<file path="src/rtl/tdm_cascade_pkg.sv">
package tdm_cascade_pkg;

  localparam int DEF_SAMPLE_W = 24;
  localparam int DEF_SLOT_W   = 32;
  localparam int DEF_LOCAL_CH = 4;

  // total positions per frame: local slots plus the same count of cascade slots
  function automatic int frame_len(int slot_w, int local_ch);
    return 2 * local_ch * slot_w;
  endfunction

  // true while the position inside a slot carries sample data
  function automatic bit is_payload(int bit_in_slot, int sample_w);
    return bit_in_slot < sample_w;
  endfunction

  // MSB-first: slot position 0 maps to the top sample bit
  function automatic int msb_first_idx(int bit_in_slot, int sample_w);
    return sample_w - 1 - bit_in_slot;
  endfunction

  // frame position of the final payload bit of the last captured slot
  function automatic int last_capture_pos(int sample_w, int slot_w, int local_ch);
    return (local_ch - 1) * slot_w + sample_w - 1;
  endfunction

endpackage

</file>
<file path="src/rtl/tdm_frame_timer.sv">
module tdm_frame_timer
  import tdm_cascade_pkg::*;
#(
  parameter int FRAME_LEN = 256,
  parameter int POS_W     = 8
) (
  input  logic             bclk,
  input  logic             rst_n,
  input  logic             fsync,
  output logic             fs_rise,
  output logic             running,
  output logic [POS_W-1:0] pos
);

  localparam logic [POS_W-1:0] LAST_POS = POS_W'(FRAME_LEN - 1);

  logic fs_q;

  assign fs_rise = fsync & ~fs_q;

  always_ff @(posedge bclk or negedge rst_n) begin
    if (!rst_n) begin
      fs_q    <= 1'b0;
      running <= 1'b0;
      pos     <= '0;
    end else begin
      fs_q <= fsync;
      if (fs_rise) begin
        running <= 1'b1;
        pos     <= '0;
      end else if (running) begin
        pos <= (pos == LAST_POS) ? '0 : pos + 1'b1;
      end
    end
  end

endmodule

</file>
<file path="src/rtl/tdm_casc_capture.sv">
module tdm_casc_capture
  import tdm_cascade_pkg::*;
#(
  parameter int SAMPLE_W = 24,
  parameter int SLOT_W   = 32,
  parameter int LOCAL_CH = 4,
  parameter int POS_W    = 8
) (
  input  logic             bclk,
  input  logic             rst_n,
  input  logic             casc_in,
  input  logic             cascade_en,
  input  logic             running,
  input  logic             fs_rise,
  input  logic [POS_W-1:0] pos,
  output logic             casc_bit,
  output logic             casc_ok,
  output logic             cap_last
);

  localparam int BIT_W    = $clog2(SLOT_W);
  localparam int CH_W     = (LOCAL_CH > 1) ? $clog2(LOCAL_CH) : 1;
  localparam int IDX_W    = (SAMPLE_W > 1) ? $clog2(SAMPLE_W) : 1;
  localparam int LAST_CAP = last_capture_pos(SAMPLE_W, SLOT_W, LOCAL_CH);

  logic [BIT_W-1:0] bitn;
  logic [CH_W-1:0]  ch;
  logic [IDX_W-1:0] idx;
  logic             upper;
  logic             payload;
  logic             cap_en;
  logic             cap_first;
  logic             arm_q;
  logic [LOCAL_CH-1:0][SAMPLE_W-1:0] buf_w;

  assign bitn      = pos[BIT_W-1:0];
  assign ch        = pos[BIT_W +: CH_W];
  assign upper     = pos[POS_W-1];
  assign payload   = is_payload(int'(bitn), SAMPLE_W);
  assign idx       = IDX_W'(msb_first_idx(int'(bitn), SAMPLE_W));
  // the bit on casc_in at this rising edge belongs to the position now held
  assign cap_en    = running & ~fs_rise & ~upper & payload;
  assign cap_first = cap_en & (pos == '0);
  assign cap_last  = cap_en & (pos == POS_W'(LAST_CAP));

  for (genvar k = 0; k < LOCAL_CH; k++) begin : g_word
    logic [SAMPLE_W-1:0] word_q;
    always_ff @(posedge bclk or negedge rst_n) begin
      if (!rst_n) begin
        word_q <= '0;
      end else if (cap_en && (ch == CH_W'(k))) begin
        word_q[idx] <= casc_in;
      end
    end
    assign buf_w[k] = word_q;
  end

  // arm_q: enable seen at the first capture position of the running frame
  always_ff @(posedge bclk or negedge rst_n) begin
    if (!rst_n) begin
      arm_q   <= 1'b0;
      casc_ok <= 1'b0;
    end else if (!cascade_en) begin
      arm_q   <= 1'b0;
      casc_ok <= 1'b0;
    end else begin
      if (cap_first) arm_q <= 1'b1;
      if (cap_last && arm_q) casc_ok <= 1'b1;
    end
  end

  assign casc_bit = casc_ok & upper & payload & buf_w[ch][idx];

endmodule

</file>
<file path="src/rtl/tdm_slot_driver.sv">
module tdm_slot_driver
  import tdm_cascade_pkg::*;
#(
  parameter int SAMPLE_W = 24,
  parameter int SLOT_W   = 32,
  parameter int LOCAL_CH = 4,
  parameter int POS_W    = 8
) (
  input  logic                         bclk,
  input  logic                         rst_n,
  input  logic                         fs_rise,
  input  logic                         running,
  input  logic [POS_W-1:0]             pos,
  input  logic [LOCAL_CH*SAMPLE_W-1:0] local_samples,
  input  logic                         casc_bit,
  output logic                         sdata_out
);

  localparam int BIT_W = $clog2(SLOT_W);
  localparam int CH_W  = (LOCAL_CH > 1) ? $clog2(LOCAL_CH) : 1;
  localparam int IDX_W = (SAMPLE_W > 1) ? $clog2(SAMPLE_W) : 1;

  logic [BIT_W-1:0] bitn;
  logic [CH_W-1:0]  ch;
  logic [IDX_W-1:0] idx;
  logic             upper;
  logic             payload;
  logic             local_bit;
  logic             next_bit;
  logic [LOCAL_CH-1:0][SAMPLE_W-1:0] lat_w;

  assign bitn    = pos[BIT_W-1:0];
  assign ch      = pos[BIT_W +: CH_W];
  assign upper   = pos[POS_W-1];
  assign payload = is_payload(int'(bitn), SAMPLE_W);
  assign idx     = IDX_W'(msb_first_idx(int'(bitn), SAMPLE_W));

  for (genvar k = 0; k < LOCAL_CH; k++) begin : g_lat
    logic [SAMPLE_W-1:0] word_q;
    always_ff @(posedge bclk or negedge rst_n) begin
      if (!rst_n) begin
        word_q <= '0;
      end else if (fs_rise) begin
        word_q <= local_samples[k*SAMPLE_W +: SAMPLE_W];
      end
    end
    assign lat_w[k] = word_q;
  end

  assign local_bit = ~upper & payload & lat_w[ch][idx];
  assign next_bit  = running & (local_bit | (upper & casc_bit));

  // launch on the falling edge, half a period after the position update
  always_ff @(negedge bclk or negedge rst_n) begin
    if (!rst_n) sdata_out <= 1'b0;
    else        sdata_out <= next_bit;
  end

endmodule

</file>
<file path="src/rtl/tdm_cascade_serializer.sv">
module tdm_cascade_serializer
  import tdm_cascade_pkg::*;
#(
  parameter int SAMPLE_W = DEF_SAMPLE_W,
  parameter int SLOT_W   = DEF_SLOT_W,
  parameter int LOCAL_CH = DEF_LOCAL_CH
) (
  input  logic                         bclk,
  input  logic                         rst_n,
  input  logic                         fsync,
  input  logic                         cascade_en,
  input  logic                         casc_in,
  input  logic [LOCAL_CH*SAMPLE_W-1:0] local_samples,
  output logic                         sdata_out
);

  localparam int FRAME_LEN = frame_len(SLOT_W, LOCAL_CH);
  localparam int POS_W     = $clog2(FRAME_LEN);

  logic             fs_rise;
  logic             running;
  logic [POS_W-1:0] pos;
  logic             casc_bit;
  logic             casc_ok;
  logic             cap_last;

  tdm_frame_timer #(
    .FRAME_LEN(FRAME_LEN),
    .POS_W    (POS_W)
  ) u_timer (
    .bclk   (bclk),
    .rst_n  (rst_n),
    .fsync  (fsync),
    .fs_rise(fs_rise),
    .running(running),
    .pos    (pos)
  );

  tdm_casc_capture #(
    .SAMPLE_W(SAMPLE_W),
    .SLOT_W  (SLOT_W),
    .LOCAL_CH(LOCAL_CH),
    .POS_W   (POS_W)
  ) u_capture (
    .bclk      (bclk),
    .rst_n     (rst_n),
    .casc_in   (casc_in),
    .cascade_en(cascade_en),
    .running   (running),
    .fs_rise   (fs_rise),
    .pos       (pos),
    .casc_bit  (casc_bit),
    .casc_ok   (casc_ok),
    .cap_last  (cap_last)
  );

  tdm_slot_driver #(
    .SAMPLE_W(SAMPLE_W),
    .SLOT_W  (SLOT_W),
    .LOCAL_CH(LOCAL_CH),
    .POS_W   (POS_W)
  ) u_driver (
    .bclk         (bclk),
    .rst_n        (rst_n),
    .fs_rise      (fs_rise),
    .running      (running),
    .pos          (pos),
    .local_samples(local_samples),
    .casc_bit     (casc_bit),
    .sdata_out    (sdata_out)
  );

endmodule

</file>
<file path="config.mk">
export PLATFORM = sky130hd
export DESIGN_NAME = tdm_cascade_serializer
export DESIGN_NICKNAME = d
export VERILOG_FILES = /design/src/rtl/tdm_cascade_pkg.sv /design/src/rtl/tdm_frame_timer.sv /design/src/rtl/tdm_casc_capture.sv /design/src/rtl/tdm_slot_driver.sv /design/src/rtl/tdm_cascade_serializer.sv
export SDC_FILE = /design/constraint.sdc
export NUM_CORES = 1
export LEC_CHECK = 0
export BUFFER_PORTS_ARGS = -buffer_cell sky130_fd_sc_hd__buf_2
export CORE_MARGIN = 2
export CORE_UTILIZATION = 64
export DETAILED_ROUTE_END_ITERATION = 10
export MAX_ROUTING_LAYER = met4
export PLACE_DENSITY_LB_ADDON = 0.15
export SETUP_SLACK_MARGIN = 0.15
export SYNTH_ARGS = -nofsm -noshare
export SYNTH_HDL_FRONTEND = slang
export SYNTH_HIERARCHICAL = 1
export SYNTH_SLANG_ARGS = --single-unit
export TNS_END_PERCENT = 1
</file>
<file path="constraint.sdc">
create_clock -name bclk -period 3.8 [get_ports bclk]
set_input_delay 0.76 -clock bclk [delete_from_list [all_inputs] [get_ports bclk]]
set_output_delay 0.76 -clock bclk [all_outputs]
set_load 0.05 [all_outputs]
</file>
==> impl_results.md <==
- Synth-to-layout area growth: 16.2%
- Vias: 6,892
- Clk root buf: clkbuf_16
- Worst Setup Start Kind: flop
- Main area contributors after synthesis: dfrtp_1 49%, mux2_2 20%, mux4_2 5.7%
- Detailed Route Iter0 Violations: 511
- Setup Viol. Count Final: 1
- Post-synth top flop: dfrtp_1
- Detailed placement HPWL: 15,500 microns
- Final wirelength: 23,200 microns
- Seq pwr share: 43.2%
- Worst-path maximum fanout: 6
- Synth cell count leaders: 204 x dfrtp_1, 187 x mux2_2, 71 x nand2_1
- Buffers on Ports: 101
- Worst-Margin Slew: 1.30 ns
- Max-slew violations: 0
- Most frequent cell after synthesis: dfrtp_1
- FF-to-FF Start: u_timer/pos[5]
- Chip height: 131 microns
- Final hold violation count: 0
- Avg Inst Size Synth: 13.2 sq um
- Fin util: 75.7%
- Vias in the first global route: 7,373
- Die Width: 131 microns
- NumNets Final: 1,010
- Worst-path clk slew: 0.06 ns
- Syn nets: 891
- Switching Fraction: 27.6%
- Ys Warns: 6
- Number of routed nets with antenna violations: 0
- Core box area: 15,800 sq um
- FF/Latch Area: 5130 sq um
- CP startpoint: u_timer/pos[5]
- Mapped Area: 10,300 sq um
- Unrepaired setup endpoints after global routing: yes
- Area occupied by multi-input gates: 4840 sq um
- Deepest clock path buffer count: 3
- Clock Sinks: 205
- FP Rows: 46
- Final GP Congestion: 0.832
- Asr flop ratio synth: 100%
- CTS Buf Count: 22
- Residual DRC count: 0
- Crit Path Category: flop to flop
- Register area share after synthesis: 49.7%
- Post-CTS Hold Buffers: 0
- Initial DRT Pass Iterations: 5
- IO Count: 102
- Synth cell types: 59
- Worst-Skew Late Latency: 0.51 ns
- Worst VDD drop: 0.402 mV
- Total grt overflow: 0
- Final Skew: 0.0177 ns
- Via-per-instance ratio: 6.08
- Combinational share of power: 23.2%
- Initial core utilization: 65.2%
- Clock share of power: 33.7%
- Leak: 5.32 nW
- Post-synthesis cell count: 784
- N_diodes: 0
- Initial antenna violation count: 0
- Critical Path Sink Type: flop
- Yosys reg bits: 205
- Min-delay worst type: input port to asynchronous set/reset pin
- Die area: 17,100 sq um
- Critical Path RT: 2.25 ns
- Largest net degree at the start of global routing: 104
- Slew headroom: 13.2%
- CTS tree: yes
- Drt wl/cell: 20.5 microns
- Power Internal: 4.42 mW
- Max H-tree Level: 1
- Max cap viols: 0
- GR Util All Layers: 29.1%
- Layout cell share with drive strength beyond 1: 46.7%
- Psw: 1.69 mW
- Failing checks: negative setup slack
- WP data arrival: 2.57 ns
- First-pass GRT wire length: 37,600 microns
- Status: complete, but fails checks
- Cell taking the most area after synthesis: dfrtp_1
- Fillcell total: 1,033
- PwrDens: 509 nW/um^2
- Post-synth top area share: 49.5%
- EDFF count, synth: 0
- Final critical-path setup slack: -0.325 ns
- Pre-CTS setup slack: -0.375 ns
[sequential cells by signal (all words and copies together) (netlist names)]
name	flops
u_capture/arm_q	1
u_driver/sdata_out	1
u_capture/casc_ok	1
u_timer/running	1
u_driver/g_lat.word_q	96
u_capture/g_word.word_q	96
u_timer/fs_q	1
u_timer/pos	8
[layout by cell type, fill, tap and decap left out, drive strengths merged, types with 3 or more instances in the layout]
cell	synthesis	routed
o211ai	3	3
nand2b	7	7
nand2	71	71
nor2b	9	9
clkinv	1	7
a31oi	5	5
mux2	197	197
nor4b	3	3
a21oi	6	6
mux2i	15	15
ha	6	6
nand4	9	9
nand3b	4	4
nor3	14	14
clkbuf	22	32
buf	34	150
or2	3	3
nand4b	3	3
nor2	68	68
mux4	45	45
nor4	3	3
nand3	13	13
o21ai	5	5
dfrtp	204	204
inv	6	6
[layout make-up]
cell class | instances | share of cell area (%)
inverter | 7 | 0.230
clock inverter | 7 | 0.501
timing repair buffer | 151 | 8.53
clock buffer | 31 | 5.30
sequential | 205 | 42.8
multi-input combinational | 516 | 40.4
tap | 216 | 2.25
[worst paths after layout]
path / to / slack, ns / depth (start not counted)
max: u_driver/sdata_out / -0.32 / 10
min: u_capture/g_word[1].word_q[0] / 0.10 / 1
max reg2reg: u_driver/sdata_out / -0.32 / 10
min reg2reg: u_capture/g_word[0].word_q[17] / 0.49 / 1
max in group asynchronous: u_driver/sdata_out / 1.75 / 1
min in group bclk: u_timer/fs_q / 0.42 / 1
[logic make-up after synthesis]
| group | Yosys count | share of synthesized area (%) |
|---|---|---|
| simple gates | 219 | 10.4 |
| xor+xnor | 2 | 0.170 |
| flops | 205 | 49.7 |
| fa+ha+maj | 6 | 0.728 |
| buf+inv | 63 | 3.24 |
| compound gates | 32 | 2.24 |
| mux | 257 | 33.5 |
[power by group through the flow]
stage	clock [mW]	combinational (mW)	sequential [mW]
finish	2.05	1.41	2.64
global route	2.19	1.52	2.67
CTS	2.10	1.40	2.64
detailed placement	0	1.39	2.67
global placement	0	1.34	2.65
floorplan	0	0.896	2.64
[critical path, stage by stage (launching register included)]
cell	delay, ns
dfrtp_2	0.45
buf_12	0.13
buf_16	0.12
mux4_2	0.48
mux2i_1	0.18
a21oi_1	0.13
a31oi_1	0.23
nor4_1	0.08
buf_4	0.15
nand3_2	0.06
nand4_1	0.07
[metrics by stage]
stage                     power (mW)  hold slack [ns]  setup TNS [ns]  std cells  instance area (sq um)
after global routing            6.37           0.0969          -0.411       1133                  12000
final                           6.10            0.103          -0.325       1133                  12000
after global placement          3.99            0.462          -0.348       1089                  11200
after floorplan                 3.54            0.449          -0.163        784                  10300
after detailed placement        4.06            0.475          -0.375       1089                  11200
after CTS                       6.14           0.0867          -0.317       1133                  12000
[layer usage]
layer	track usage, %	share of wire, %	vias up
met2	47.0	50	227
met4	10.7	3.3	0
met1	37.3	41	3514
met3	5.33	5.7	58
li1	-	-	3093
met5	-	0	-
[repair_timing]
item / CTS / global route
endpoints found under the setup margin: 2 / 2
resized for setup: 7 / 3
endpoints found under the hold margin: 0 / 0
cloned: 2 / 0
setup buffers: 4 / 0
pin swaps: 6 / 0
Power figures use the tool's default switching activity.
